==> config.mk <==
export PLATFORM = sky130hd
export DESIGN_NAME = dp_single_bus
export DESIGN_NICKNAME = d
export VERILOG_FILES = /design/src/rtl/dp_pkg.sv /design/src/rtl/dp_bus_arbiter.sv /design/src/rtl/dp_reg.sv /design/src/rtl/dp_alu.sv /design/src/rtl/dp_single_bus.sv
export SDC_FILE = /design/constraint.sdc
export NUM_CORES = 1
export LEC_CHECK = 0
export BUFFER_PORTS_ARGS = -buffer_cell sky130_fd_sc_hd__buf_4
export CAP_MARGIN = 15
export CORE_ASPECT_RATIO = 1.75
export CORE_MARGIN = 2
export CORE_UTILIZATION = 58
export DETAILED_ROUTE_END_ITERATION = 8
export PLACE_DENSITY = 0.85
export SKIP_LAST_GASP = 1
export SLEW_MARGIN = 20
export SYNTH_ARGS = -nofsm -noshare
export SYNTH_HDL_FRONTEND = slang
export SYNTH_HIERARCHICAL = 1
export SYNTH_SLANG_ARGS = --single-unit
export TNS_END_PERCENT = 1
==> constraint.sdc <==
create_clock -name clk_i -period 12.7 [get_ports clk_i]
set_input_delay 1.27 -clock clk_i [delete_from_list [all_inputs] [get_ports clk_i]]
set_output_delay 1.27 -clock clk_i [all_outputs]
set_load 0.01 [all_outputs]
==> src/rtl/dp_pkg.sv <==
package dp_pkg;
  localparam int unsigned N_DRV = 4;
  localparam int unsigned N_LD  = 4;
  localparam int unsigned CTRL_W = 5;

  // drive enable bit positions
  localparam int unsigned DRV_GPR = 0;
  localparam int unsigned DRV_P0  = 1;
  localparam int unsigned DRV_P1  = 2;
  localparam int unsigned DRV_EXT = 3;

  // load enable bit positions
  localparam int unsigned LD_GPR = 0;
  localparam int unsigned LD_P0  = 1;
  localparam int unsigned LD_P1  = 2;
  localparam int unsigned LD_IR  = 3;

  typedef enum logic [1:0] {
    FN_ADD = 2'b00,
    FN_XOR = 2'b01,
    FN_AND = 2'b10,
    FN_OR  = 2'b11
  } alu_fn_e;
endpackage

==> src/rtl/dp_bus_arbiter.sv <==
module dp_bus_arbiter #(
  parameter int unsigned N = 4,
  parameter int unsigned W = 16
) (
  input  logic [N-1:0][W-1:0] src_i,
  input  logic [N-1:0]        drv_ni,
  output logic [W-1:0]        bus_o,
  output logic                contention_o
);
  logic [N-1:0] drv;
  logic [W-1:0] merged;
  logic [$clog2(N+1)-1:0] n_act;

  assign drv = ~drv_ni;

  always_comb begin
    merged = '0;
    n_act  = '0;
    for (int i = 0; i < int'(N); i++) begin
      if (drv[i]) begin
        merged = merged | src_i[i];
        n_act  = n_act + 1'b1;
      end
    end
  end

  assign contention_o = (n_act > 1);
  assign bus_o        = contention_o ? '0 : merged;
endmodule

==> src/rtl/dp_reg.sv <==
module dp_reg #(
  parameter int unsigned W = 16
) (
  input  logic         clk_i,
  input  logic         rst_ni,
  input  logic         ld_ni,
  input  logic [W-1:0] d_i,
  output logic [W-1:0] q_o
);
  always_ff @(posedge clk_i or negedge rst_ni) begin
    if (!rst_ni)     q_o <= '0;
    else if (!ld_ni) q_o <= d_i;
  end
endmodule

==> src/rtl/dp_alu.sv <==
module dp_alu #(
  parameter int unsigned W = 16
) (
  input  logic [W-1:0]              a_i,
  input  logic [W-1:0]              b_i,
  input  logic [dp_pkg::CTRL_W-1:0] ctrl_i,
  input  logic                      carry_i,
  output logic [W-1:0]              res_o,
  output logic                      cout_o
);
  import dp_pkg::*;

  logic [W-1:0] bx;
  logic         cin;
  logic [W:0]   sum;
  alu_fn_e      fn;

  assign bx  = ctrl_i[2] ? ~b_i : b_i;
  assign cin = ctrl_i[4] | (ctrl_i[3] & carry_i);
  assign sum = {1'b0, a_i} + {1'b0, bx} + {{W{1'b0}}, cin};
  assign fn  = alu_fn_e'(ctrl_i[1:0]);
  assign cout_o = sum[W];

  always_comb begin
    unique case (fn)
      FN_ADD:  res_o = sum[W-1:0];
      FN_XOR:  res_o = a_i ^ bx;
      FN_AND:  res_o = a_i & bx;
      default: res_o = a_i | bx;
    endcase
  end
endmodule

==> src/rtl/dp_single_bus.sv <==
module dp_single_bus #(
  parameter int unsigned DATA_W = 16
) (
  input  logic                       clk_i,
  input  logic                       rst_ni,
  input  logic [dp_pkg::N_DRV-1:0]   drive_en_ni,
  input  logic [dp_pkg::N_LD-1:0]    load_en_ni,
  input  logic [DATA_W-1:0]          ext_data_i,
  input  logic [1:0]                 ptr_wb_alu_i,
  input  logic                       alu_a_sel_i,
  input  logic                       alu_b_sel_i,
  input  logic [dp_pkg::CTRL_W-1:0]  alu_ctrl_i,
  input  logic                       carry_ld_ni,
  input  logic                       carry_clr_i,
  output logic [DATA_W-1:0]          bus_o,
  output logic                       contention_o,
  output logic [DATA_W-1:0]          alu_res_o,
  output logic                       carry_o,
  output logic [DATA_W-1:0]          gpr_mon_o,
  output logic [DATA_W-1:0]          ptr0_mon_o,
  output logic [DATA_W-1:0]          ptr1_mon_o,
  output logic [DATA_W-1:0]          ir_mon_o
);
  import dp_pkg::*;

  localparam int unsigned N_PTR = 2;

  logic [N_DRV-1:0][DATA_W-1:0] src;
  logic [N_LD-1:0][DATA_W-1:0]  reg_q;
  logic [N_LD-1:0][DATA_W-1:0]  reg_d;
  logic [DATA_W-1:0]            op_a, op_b;
  logic                         alu_cout;
  logic                         carry_q;

  assign src[DRV_GPR] = reg_q[LD_GPR];
  assign src[DRV_P0]  = reg_q[LD_P0];
  assign src[DRV_P1]  = reg_q[LD_P1];
  assign src[DRV_EXT] = ext_data_i;

  dp_bus_arbiter #(.N(N_DRV), .W(DATA_W)) i_arb (
    .src_i        (src),
    .drv_ni       (drive_en_ni),
    .bus_o        (bus_o),
    .contention_o (contention_o)
  );

  assign op_a = alu_a_sel_i ? reg_q[LD_P0] : reg_q[LD_GPR];
  assign op_b = alu_b_sel_i ? bus_o        : reg_q[LD_P1];

  dp_alu #(.W(DATA_W)) i_alu (
    .a_i     (op_a),
    .b_i     (op_b),
    .ctrl_i  (alu_ctrl_i),
    .carry_i (carry_q),
    .res_o   (alu_res_o),
    .cout_o  (alu_cout)
  );

  // pointers may take the ALU result for in-place jump targets
  assign reg_d[LD_GPR] = bus_o;
  assign reg_d[LD_IR]  = bus_o;
  for (genvar p = 0; p < int'(N_PTR); p++) begin : g_ptr_src
    assign reg_d[LD_P0+p] = ptr_wb_alu_i[p] ? alu_res_o : bus_o;
  end

  for (genvar r = 0; r < int'(N_LD); r++) begin : g_reg
    dp_reg #(.W(DATA_W)) i_reg (
      .clk_i  (clk_i),
      .rst_ni (rst_ni),
      .ld_ni  (load_en_ni[r]),
      .d_i    (reg_d[r]),
      .q_o    (reg_q[r])
    );
  end

  always_ff @(posedge clk_i or negedge rst_ni) begin
    if (!rst_ni)           carry_q <= 1'b0;
    else if (carry_clr_i)  carry_q <= 1'b0;
    else if (!carry_ld_ni) carry_q <= alu_cout;
  end

  assign carry_o    = carry_q;
  assign gpr_mon_o  = reg_q[LD_GPR];
  assign ptr0_mon_o = reg_q[LD_P0];
  assign ptr1_mon_o = reg_q[LD_P1];
  assign ir_mon_o   = reg_q[LD_IR];
endmodule

==> key figures, run 1 <==
Finish
  • Utilization of the core after routing: 70.4%
  • Area grow syn2layout: 18.8%
  • Layout cells sized above 1: 46.0%
  • Diode count: 0
  • Fin nets: 731

Critical path
  • Reg2reg setup slack: 8.40 ns
  • Slowest stage delay, CP: 0.79 ns
  • CP Launch Type: input port
  • Setup crit end kind: primary output
  • R2r worst-path depth: 13
  • CP max FO: 17
  • Worst R2R Start: g_reg[0].i_reg/q_o[4]
  • Worst-path cell chain: buf_4 -> clkinv_1 -> ha_1 -> nor2b_4 -> nor2_1 -> ha_1 -> and2b_4 -> xnor2_4 -> a211oi_1 -> mux2_2 -> xor2_1 -> inv_1 -> ha_1 -> a21o_1 -> and2_2 -> o31a_1 -> o2111a_1 -> nor3_1 -> buf_4
  • Critical path origin: drive_en_ni[0]
  • CP arrival: 6.90 ns
  • Data required, critical path: 11.43 ns
  • Crit Path Class: input port to primary output
  • WP depth: 19
  • Reg2reg end: g_reg[2].i_reg/q_o[7]
  • CP max stage cell: a211oi_1
  • Top cell by count, worst path: ha_1
  • Worst path top cell family by delay: compound AO/OA/AOI/OAI gates
  • Worst path bufs/invs: 4
  • Crit path capture: alu_res_o[7]

Place
  • Final GP Congestion: 0.936
  • HPWL Detailed: 13600 µm
  • Number of port buffers: 134

STA
  • Slew Limit Fails: 0
  • Setup violations, final: 0
  • Hold Vio Cnt, Final: 0
  • Rel. slew slack: 33.5%
  • F_max: 0.122 GHz
  • Setup Skew: 0.00705 ns
  • Setup_tns: 0 ns
  • Period utilization: 64.3%
  • RSZ-0062 raised after global routing: no
  • Least-Margin Pin Slew: 0.997 ns
  • Post-layout min period: 8.17 ns

Synth
  • Sequential-to-total area share from yosys stat: 27.0%
  • Post-synth EDFFs: 0
  • Distinct cells, synth: 59
  • Mapped Area: 6030 µm²
  • YS warnings: 6
  • Synth Area per Inst: 11.1 µm²
  • Largest family of logic cells by synthesized area: multiplexers
  • Post-synthesis simple-gate area fraction: 6.12%
  • Yosys reg bits: 65
  • Ys flop type: dfrtp_1
  • Syn Nets: 620
  • Fraction of registers with async set/reset: 100%
  • Mux share of post-synthesis cell area: 29.9%
  • Post-synthesis cell count: 545
  • Synth Area in Adders: 8.13%
  • Synth Area in Compound Gates: 16.8%
  • Synth Area in XOR/XNOR: 3.80%

Routing
  • Initial DRC Count: 402
  • Drt drc: 0
  • Total number of vias: 5056
  • WL/cell: 24.2 µm
  • Total wire length: 19100 µm
  • DR pass1 iterations: 8
  • Via density: 6.42
  • Routed Antenna Nets: 0

Global route
  • Pin count of the biggest net entering global routing: 66
  • Met2 Usage GRT: 61.5%
  • Global-route usage over all layers: 34.1%
  • Vias in the first global route: 5384
  • Total gr overflow: 0
  • Global-route wire length before repair: 28800 µm
  • Routing usage on met1: 35.0%
  • Met3 GRT Util: 4.56%
  • Initial antenna violation count: 0
  • GR peak layer: met2

CTS
  • CTS clk-pin slew, worst paths: 0.05 ns
  • H-tree levels: 3
  • CTS tree: built
  • Clock sinks: 65
  • Worst skew pair latency: 0.34 ns
  • Root buf cell: clkbuf_16
  • Post-CTS Repair Setup Buffers: 0
  • Cts-stage hold buffer count: 0
  • CTS buffer count: 9
  • CTS-repair resized insts: 0
  • Clock buffer depth: 2

Hold path
  • Worst hold path type: flip-flop to flip-flop

Die
  • Die height: 139 µm
  • Die area: 11300 µm²
  • Core box area: 10200 µm²
  • I/O pin count: 135
  • Site Rows: 49
  • Starting Density: 59.3%
  • Die Span X: 81.1 µm

Outcome
  • Status: complete, no violations

Job
  • Maxcap violations: 0

Pwr
  • Maximum VDD drop: 0.000147 V
  • Leak: 3.57 nW
  • Power per cell area: 250 nW/µm²
[sequential cells by signal, summed over array words and instances (netlist names)]
signal,count
carry_o,1
g.i_reg/q_o,64
[routing by layer]
layer  share of wire [%]  vias to the layer above
met5                   0                        -
met4                 6.5                        0
met3                 5.7                       85
met2                  54                      256
met1                  34                     2505
li1                    -                     2210
[synthesized netlist by cell type (2+ instances only)]
master	n	area share (%)
a21o_1	7	0.87
nor3_1	6	0.50
xnor2_1	6	0.87
a311o_1	2	0.33
dfrtp_1	65	27
o21a_1	5	0.62
a211oi_2	10	2.1
and3_1	2	0.21
a211o_1	2	0.29
mux2_4	80	20
buf_6	10	1.9
mux2_2	48	9.0
a2bb2oi_1	2	0.29
buf_1	2	0.12
nand3_1	6	0.50
clkbuf_1	10	0.62
buf_12	8	2.7
o21ai_0	22	1.8
or3_1	3	0.31
mux2i_1	2	0.33
a22oi_1	32	4.0
nand2_1	28	1.7
nor2b_1	3	0.31
buf_2	5	0.41
or2_2	2	0.21
ha_1	36	7.5
clkinv_1	2	0.12
o211ai_1	10	1.2
a21oi_1	21	1.7
fa_1	2	0.66
nor2_1	13	0.81
a211oi_1	9	1.1
xor2_1	17	2.5
inv_1	39	2.4
a31oi_1	3	0.31
mux4_2	2	0.75
[through the flow]
stage                     instances  hold slack, ns  total power, mW  instance area, µm²  setup WS (ns)
after floorplan                 545           0.550             1.10                6030           5.80
after global placement          772           0.493             1.47                6860           4.90
after detailed placement        772           0.500             1.51                6860           4.78
after CTS                       788           0.516             1.78                7170           4.71
after global routing            788           0.531             1.89                7170           4.35
final                           788           0.516             1.79                7170           4.53
[worst reg2reg max path: stages, from the launching register on]
cell and delay [ns]:
dfrtp_1 0.43, a22oi_1 0.12, a211oi_1 0.74, mux2_2 0.31
xor2_1 0.21, inv_1 0.07, ha_1 0.33, a21o_1 0.26
and2_2 0.25, o31a_1 0.30, o2111a_1 0.23, nor3_1 0.58
mux2_4 0.28, mux2_4 0.14
[layout by cell type (no fill, tap or decap), types with 7 or more instances in the layout]
master / instances
buf_4: 135
mux2_4: 80
dfrtp_1: 65
mux2_2: 48
inv_1: 39
ha_1: 36
a22oi_1: 32
nand2_1: 28
o21ai_0: 22
a21oi_1: 21
xor2_1: 17
nor2_1: 13
o211ai_1: 10
a211oi_2: 10
clkbuf_16: 9
a211oi_1: 9
a21o_1: 7
[layout make-up]
| cell class | instances | area (µm²) |
|---|---|---|
| sequential | 65 | 1630 |
| clock buffer | 10 | 239 |
| tap | 127 | 159 |
| timing repair buffer | 135 | 1010 |
| multi-input combinational | 403 | 3910 |
| fill | 786 | 3010 |
| inverter | 42 | 158 |
| clock inverter | 6 | 66.3 |
[cells by family after synthesis]
group                      count (synthesis)
AOI/OAI and AO/OA                        136
xor gates and xnor gates                  24
adders and majority gates                 38
buffers and inverters                     77
DFF                                       65
muxes                                    132
and+or+nand+nor                           73
[how the worst min path moves through the flow]
stage,from,endpoint,slack (ns),depth (start not counted)
after global routing,g_reg[3].i_reg/q_o[10],g_reg[3].i_reg/q_o[10],0.53,1
final,g_reg[3].i_reg/q_o[1],g_reg[3].i_reg/q_o[1],0.52,1
after global placement,g_reg[3].i_reg/q_o[1],g_reg[3].i_reg/q_o[1],0.49,1
after detailed placement,g_reg[3].i_reg/q_o[1],g_reg[3].i_reg/q_o[1],0.50,1
after floorplan,g_reg[3].i_reg/q_o[0],g_reg[3].i_reg/q_o[0],0.55,1
after CTS,g_reg[3].i_reg/q_o[1],g_reg[3].i_reg/q_o[1],0.52,1
[power by group]
| part | switching, mW | internal, mW | leakage [nW] |
|---|---|---|---|
| registers | 0.105 | 0.288 | 0.825 |
| logic | 0.568 | 0.572 | 2.61 |
| clock network | 0.103 | 0.158 | 0.141 |
| total | 0.775 | 1.02 | 3.57 |
No activity file was read; power rests on OpenSTA's default activity.
==> run 2, diff against run 1 <==
ABC_AREA = 1   (was not set)
CORE_UTILIZATION = 56   (was 58)
PLACE_DENSITY = 0.82   (was 0.85)
clock period = 7.8 ns   (was 12.7 ns; I/O delays follow)
==> run 2 against run 1 <==
  * Hold slack worse by 0.034 ns
  * First-iteration DRC count up 17%
  * Wire length down 1.4%
  * Critical path depth up 5
  * Power up 3.4%
  * Cell count up 54%
  * Sequential share of layout area down 0.20 points
==> key figures, run 2 <==
Synth
  • Distinct cells, synth: 35 (was 59)
  • Post-synth EDFFs: 0 (unchanged)
  • Fraction of registers with async set/reset: 100% (unchanged)
  • Ys flop type: dfrtp_1 (unchanged)
  • Synth Area per Inst: 6.30 µm² (was 11.1 µm²)
  • Sequential-to-total area share from yosys stat: 26.8% (was 27.0%)
  • Dominant cell type by area after synthesis: dfrtp_1 (unchanged)
  • Mapped Area: 6080 µm² (was 6030 µm²)
  • Synth top area share: 26.8% (was 27.0%)
  • Post-synthesis cell count: 965 (was 545)
  • Biggest area contributors in the synthesized netlist: dfrtp_1 (27%), nand2_1 (27%), inv_1 (8.0%), ha_1 (7.4%), o21ai_0 (5.9%) (was dfrtp_1 (27%), mux2_4 (20%), mux2_2 (9.0%), ha_1 (7.5%), a22oi_1 (4.0%))
  • YS warnings: 6 (unchanged)
  • Syn Nets: 1040 (was 620)
  • Most common cell in the netlist: nand2_1 (was mux2_4)
  • Yosys reg bits: 65 (unchanged)
  • Synth top cells by count: nand2_1 (431), inv_1 (129), o21ai_0 (72) (was mux2_4 (80), dfrtp_1 (65), mux2_2 (48))

Pwr
  • Maximum VDD drop: 0.000170 V (was 0.000147 V)
  • Leak: 4.08 nW (was 3.57 nW)
  • Power per cell area: 256 nW/µm² (was 250 nW/µm²)

Place
  • Placed instance count: 1196 (was 772)
  • HPWL Detailed: 14500 µm (was 13600 µm)
  • Cell Area, Placed: 6940 µm² (was 6860 µm²)
  • Final GP Congestion: 0.985 (was 0.936)
  • Number of port buffers: 134 (unchanged)

Global route
  • Global-route wire length before repair: 29500 µm (was 28800 µm)
  • Vias in the first global route: 5943 (was 5384)
  • Pin count of the biggest net entering global routing: 66 (unchanged)
  • Global-route usage over all layers: 32.9% (was 34.1%)
  • Total gr overflow: 0 (unchanged)
  • Initial antenna violation count: 0 (unchanged)

Finish
  • Filler-free cell count of the finished design: 1211 (was 788)
  • Layout fillers: 1006 (was 786)
  • Fin nets: 1152 (was 731)
  • Final instance area: 7230 µm² (was 7170 µm²)
  • Max reg flops: 64 (unchanged)
  • Diode count: 0 (unchanged)
  • Area grow syn2layout: 19.0% (was 18.8%)
  • Most common cell after layout, fill and taps aside: nand2_1 (was buf_4)
  • Reg with most FFs: g.i_reg/q_o (unchanged)
  • Layout cells sized above 1: 20.5% (was 46.0%)
  • Utilization of the core after routing: 68.0% (was 70.4%)
  • Most frequent cells in the layout: nand2_1 (431), buf_4 (134), inv_1 (129) (was buf_4 (135), mux2_4 (80), dfrtp_1 (65))

Routing
  • Total number of vias: 6408 (was 5056)
  • Via density: 5.29 (was 6.42)
  • Drt drc: 0 (unchanged)
  • Routed Antenna Nets: 0 (unchanged)
  • Initial DRC Count: 469 (was 402)
  • DR pass1 iterations: 5 (was 8)
  • WL/cell: 15.5 µm (was 24.2 µm)
  • Total wire length: 18800 µm (was 19100 µm)

Critical path
  • CP max FO: 17 (unchanged)
  • Slowest stage delay, CP: 0.50 ns (was 0.79 ns)
  • Crit Path Class: input port to primary output (unchanged)
  • Worst path top cell family by delay: simple AND/OR/NAND/NOR gates (was compound AO/OA/AOI/OAI gates)
  • CP arrival: 5.42 ns (was 6.90 ns)
  • Data required, critical path: 7.02 ns (was 11.43 ns)
  • CP Launch Type: input port (unchanged)
  • Worst path bufs/invs: 4 (unchanged)
  • CP max stage cell: ha_1 (was a211oi_1)
  • Worst-path cell chain: buf_4 -> clkinv_1 -> ha_1 -> xnor2_1 -> ha_1 -> or2_2 -> nand2_2 -> nand2_4 -> nor2_1 -> nand2_1 -> o21ai_0 -> xnor2_1 -> inv_1 -> fa_1 -> fa_1 -> nand2_1 -> nand2_1 -> nand3_1 -> nand2_2 -> nand2_1 -> nand3_1 -> nand3_1 -> nand3_1 -> buf_4 (was buf_4 -> clkinv_1 -> ha_1 -> nor2b_4 -> nor2_1 -> ha_1 -> and2b_4 -> xnor2_4 -> a211oi_1 -> mux2_2 -> xor2_1 -> inv_1 -> ha_1 -> a21o_1 -> and2_2 -> o31a_1 -> o2111a_1 -> nor3_1 -> buf_4)
  • Setup crit end kind: primary output (unchanged)

STA
  • Post-layout min period: 6.20 ns
  • Least-Margin Pin Slew: 0.875 ns (was 0.997 ns)
  • F_max: 0.161 GHz
  • Setup violations, final: 0 (unchanged)
  • Setup Skew: 0.00397 ns (was 0.00705 ns)
  • Hold Vio Cnt, Final: 0 (unchanged)
  • Period utilization: 79.5%
  • Slew Limit Fails: 0 (unchanged)
  • Rel. slew slack: 41.6% (was 33.5%)
  • RSZ-0062 raised after global routing: no (unchanged)
  • Setup_tns: 0 ns (unchanged)

CTS
  • Worst skew pair latency: 0.32 ns (was 0.34 ns)
  • Clock sinks: 65 (unchanged)
  • CTS buffer count: 9 (unchanged)
  • CTS-repair resized insts: 0 (unchanged)
  • CTS tree: built (unchanged)
  • Clock buffer depth: 2 (unchanged)
  • CTS clk-pin slew, worst paths: 0.05 ns (about the same)
  • Root buf cell: clkbuf_16 (unchanged)
  • Post-CTS Repair Setup Buffers: 0 (unchanged)
  • Cts-stage hold buffer count: 0 (unchanged)
  • H-tree levels: 3 (unchanged)

Die
  • Starting Density: 57.2% (was 59.3%)
  • Core box area: 10600 µm² (was 10200 µm²)
  • Die area: 11700 µm² (was 11300 µm²)
  • Die height: 142 µm (was 139 µm)
  • Site Rows: 50 (was 49)
  • Die Span X: 82.8 µm (was 81.1 µm)
  • I/O pin count: 135 (unchanged)

Hold path
  • Worst hold path type: flip-flop to flip-flop (unchanged)

Job
  • Maxcap violations: 0 (unchanged)

Outcome
  • Status: complete, no violations (unchanged)
run 2: cell types whose count changed after synthesis, sizes merged, moves of 17 or more:
| cell | change |
|---|---|
| nand2 | +435 |
| mux2 | -128 |
| inv | +101 |
| o21ai | +51 |
| nor2 | +38 |
| a22oi | -32 |
| nand3 | +27 |
| a211oi | -19 |
| xor2 | -17 |
run 2: metrics by stage:
step | setup WS (ns) | hold WS, ns | power (mW)
3_3_place_gp | 1.90 | 0.467 | 1.42
6_report | 1.60 | 0.482 | 1.85
5_1_grt | 1.34 | 0.510 | 1.97
3_5_place_dp | 1.73 | 0.468 | 1.44
4_1_cts | 1.72 | 0.489 | 1.85
2_1_floorplan | 2.51 | 0.484 | 1.08
run 2: layout make-up:
class,instances,area (µm²),area share (%)
clock buffers,12,256,3.55
clock inverters,3,40.0,0.554
inverters,143,559,7.73
multi-input cells,724,3580,49.5
flip-flops and latches,65,1630,22.5
well taps,130,163,2.25
repair buffers,134,1010,13.9
run 2: layer usage:
metal	GRT usage, %	part of all wire (%)
met2	54.8	51
met1	41.2	38
met5	0	0
met4	16.4	4.4
met3	3.56	6.5
run 2: final timing paths:
| check | start | end | slack (ns) | depth (start not counted) |
|---|---|---|---|---|
| setup / recovery | drive_en_ni[1] | alu_res_o[14] | 1.60 | 24 |
| hold / removal | g_reg[3].i_reg/q_o[10] | g_reg[3].i_reg/q_o[10] | 0.48 | 2 |
| setup reg to reg | g_reg[2].i_reg/q_o[0] | g_reg[2].i_reg/q_o[14] | 4.17 | 22 |
| hold reg to reg | g_reg[3].i_reg/q_o[10] | g_reg[3].i_reg/q_o[10] | 0.48 | 2 |
| max in group asynchronous | rst_ni | g_reg[1].i_reg/q_o[6] | 6.65 | 1 |
| min in group asynchronous | rst_ni | g_reg[3].i_reg/q_o[15] | 0.56 | 1 |
run 2: kinds of logic (layout without fill, tap and decap cells):
family | after synthesis | after routing | synth area share [%]
AND/OR/NAND/NOR | 573 | 573 | 39.9
adder cells (fa/ha/maj) | 38 | 38 | 8.07
buffers and inverters | 176 | 292 | 14.3
XOR/XNOR | 17 | 17 | 2.45
flip-flops | 65 | 65 | 26.8
AO/OA/AOI/OAI | 96 | 96 | 8.48
run 2: where the power goes:
group | internal (mW) | leakage [nW] | total [mW] | switching [mW]
clock | 0.262 | 0.148 | 0.403 | 0.141
sequential | 0.406 | 0.856 | 0.493 | 0.0876
combinational | 0.376 | 3.08 | 0.959 | 0.583
total | 1.04 | 4.08 | 1.85 | 0.811
run 2: worst min-delay path, stage by stage, from the launching register on:
cell and delay [ns]:
dfrtp_1 0.34, nand2_1 0.05, nand2_1 0.06
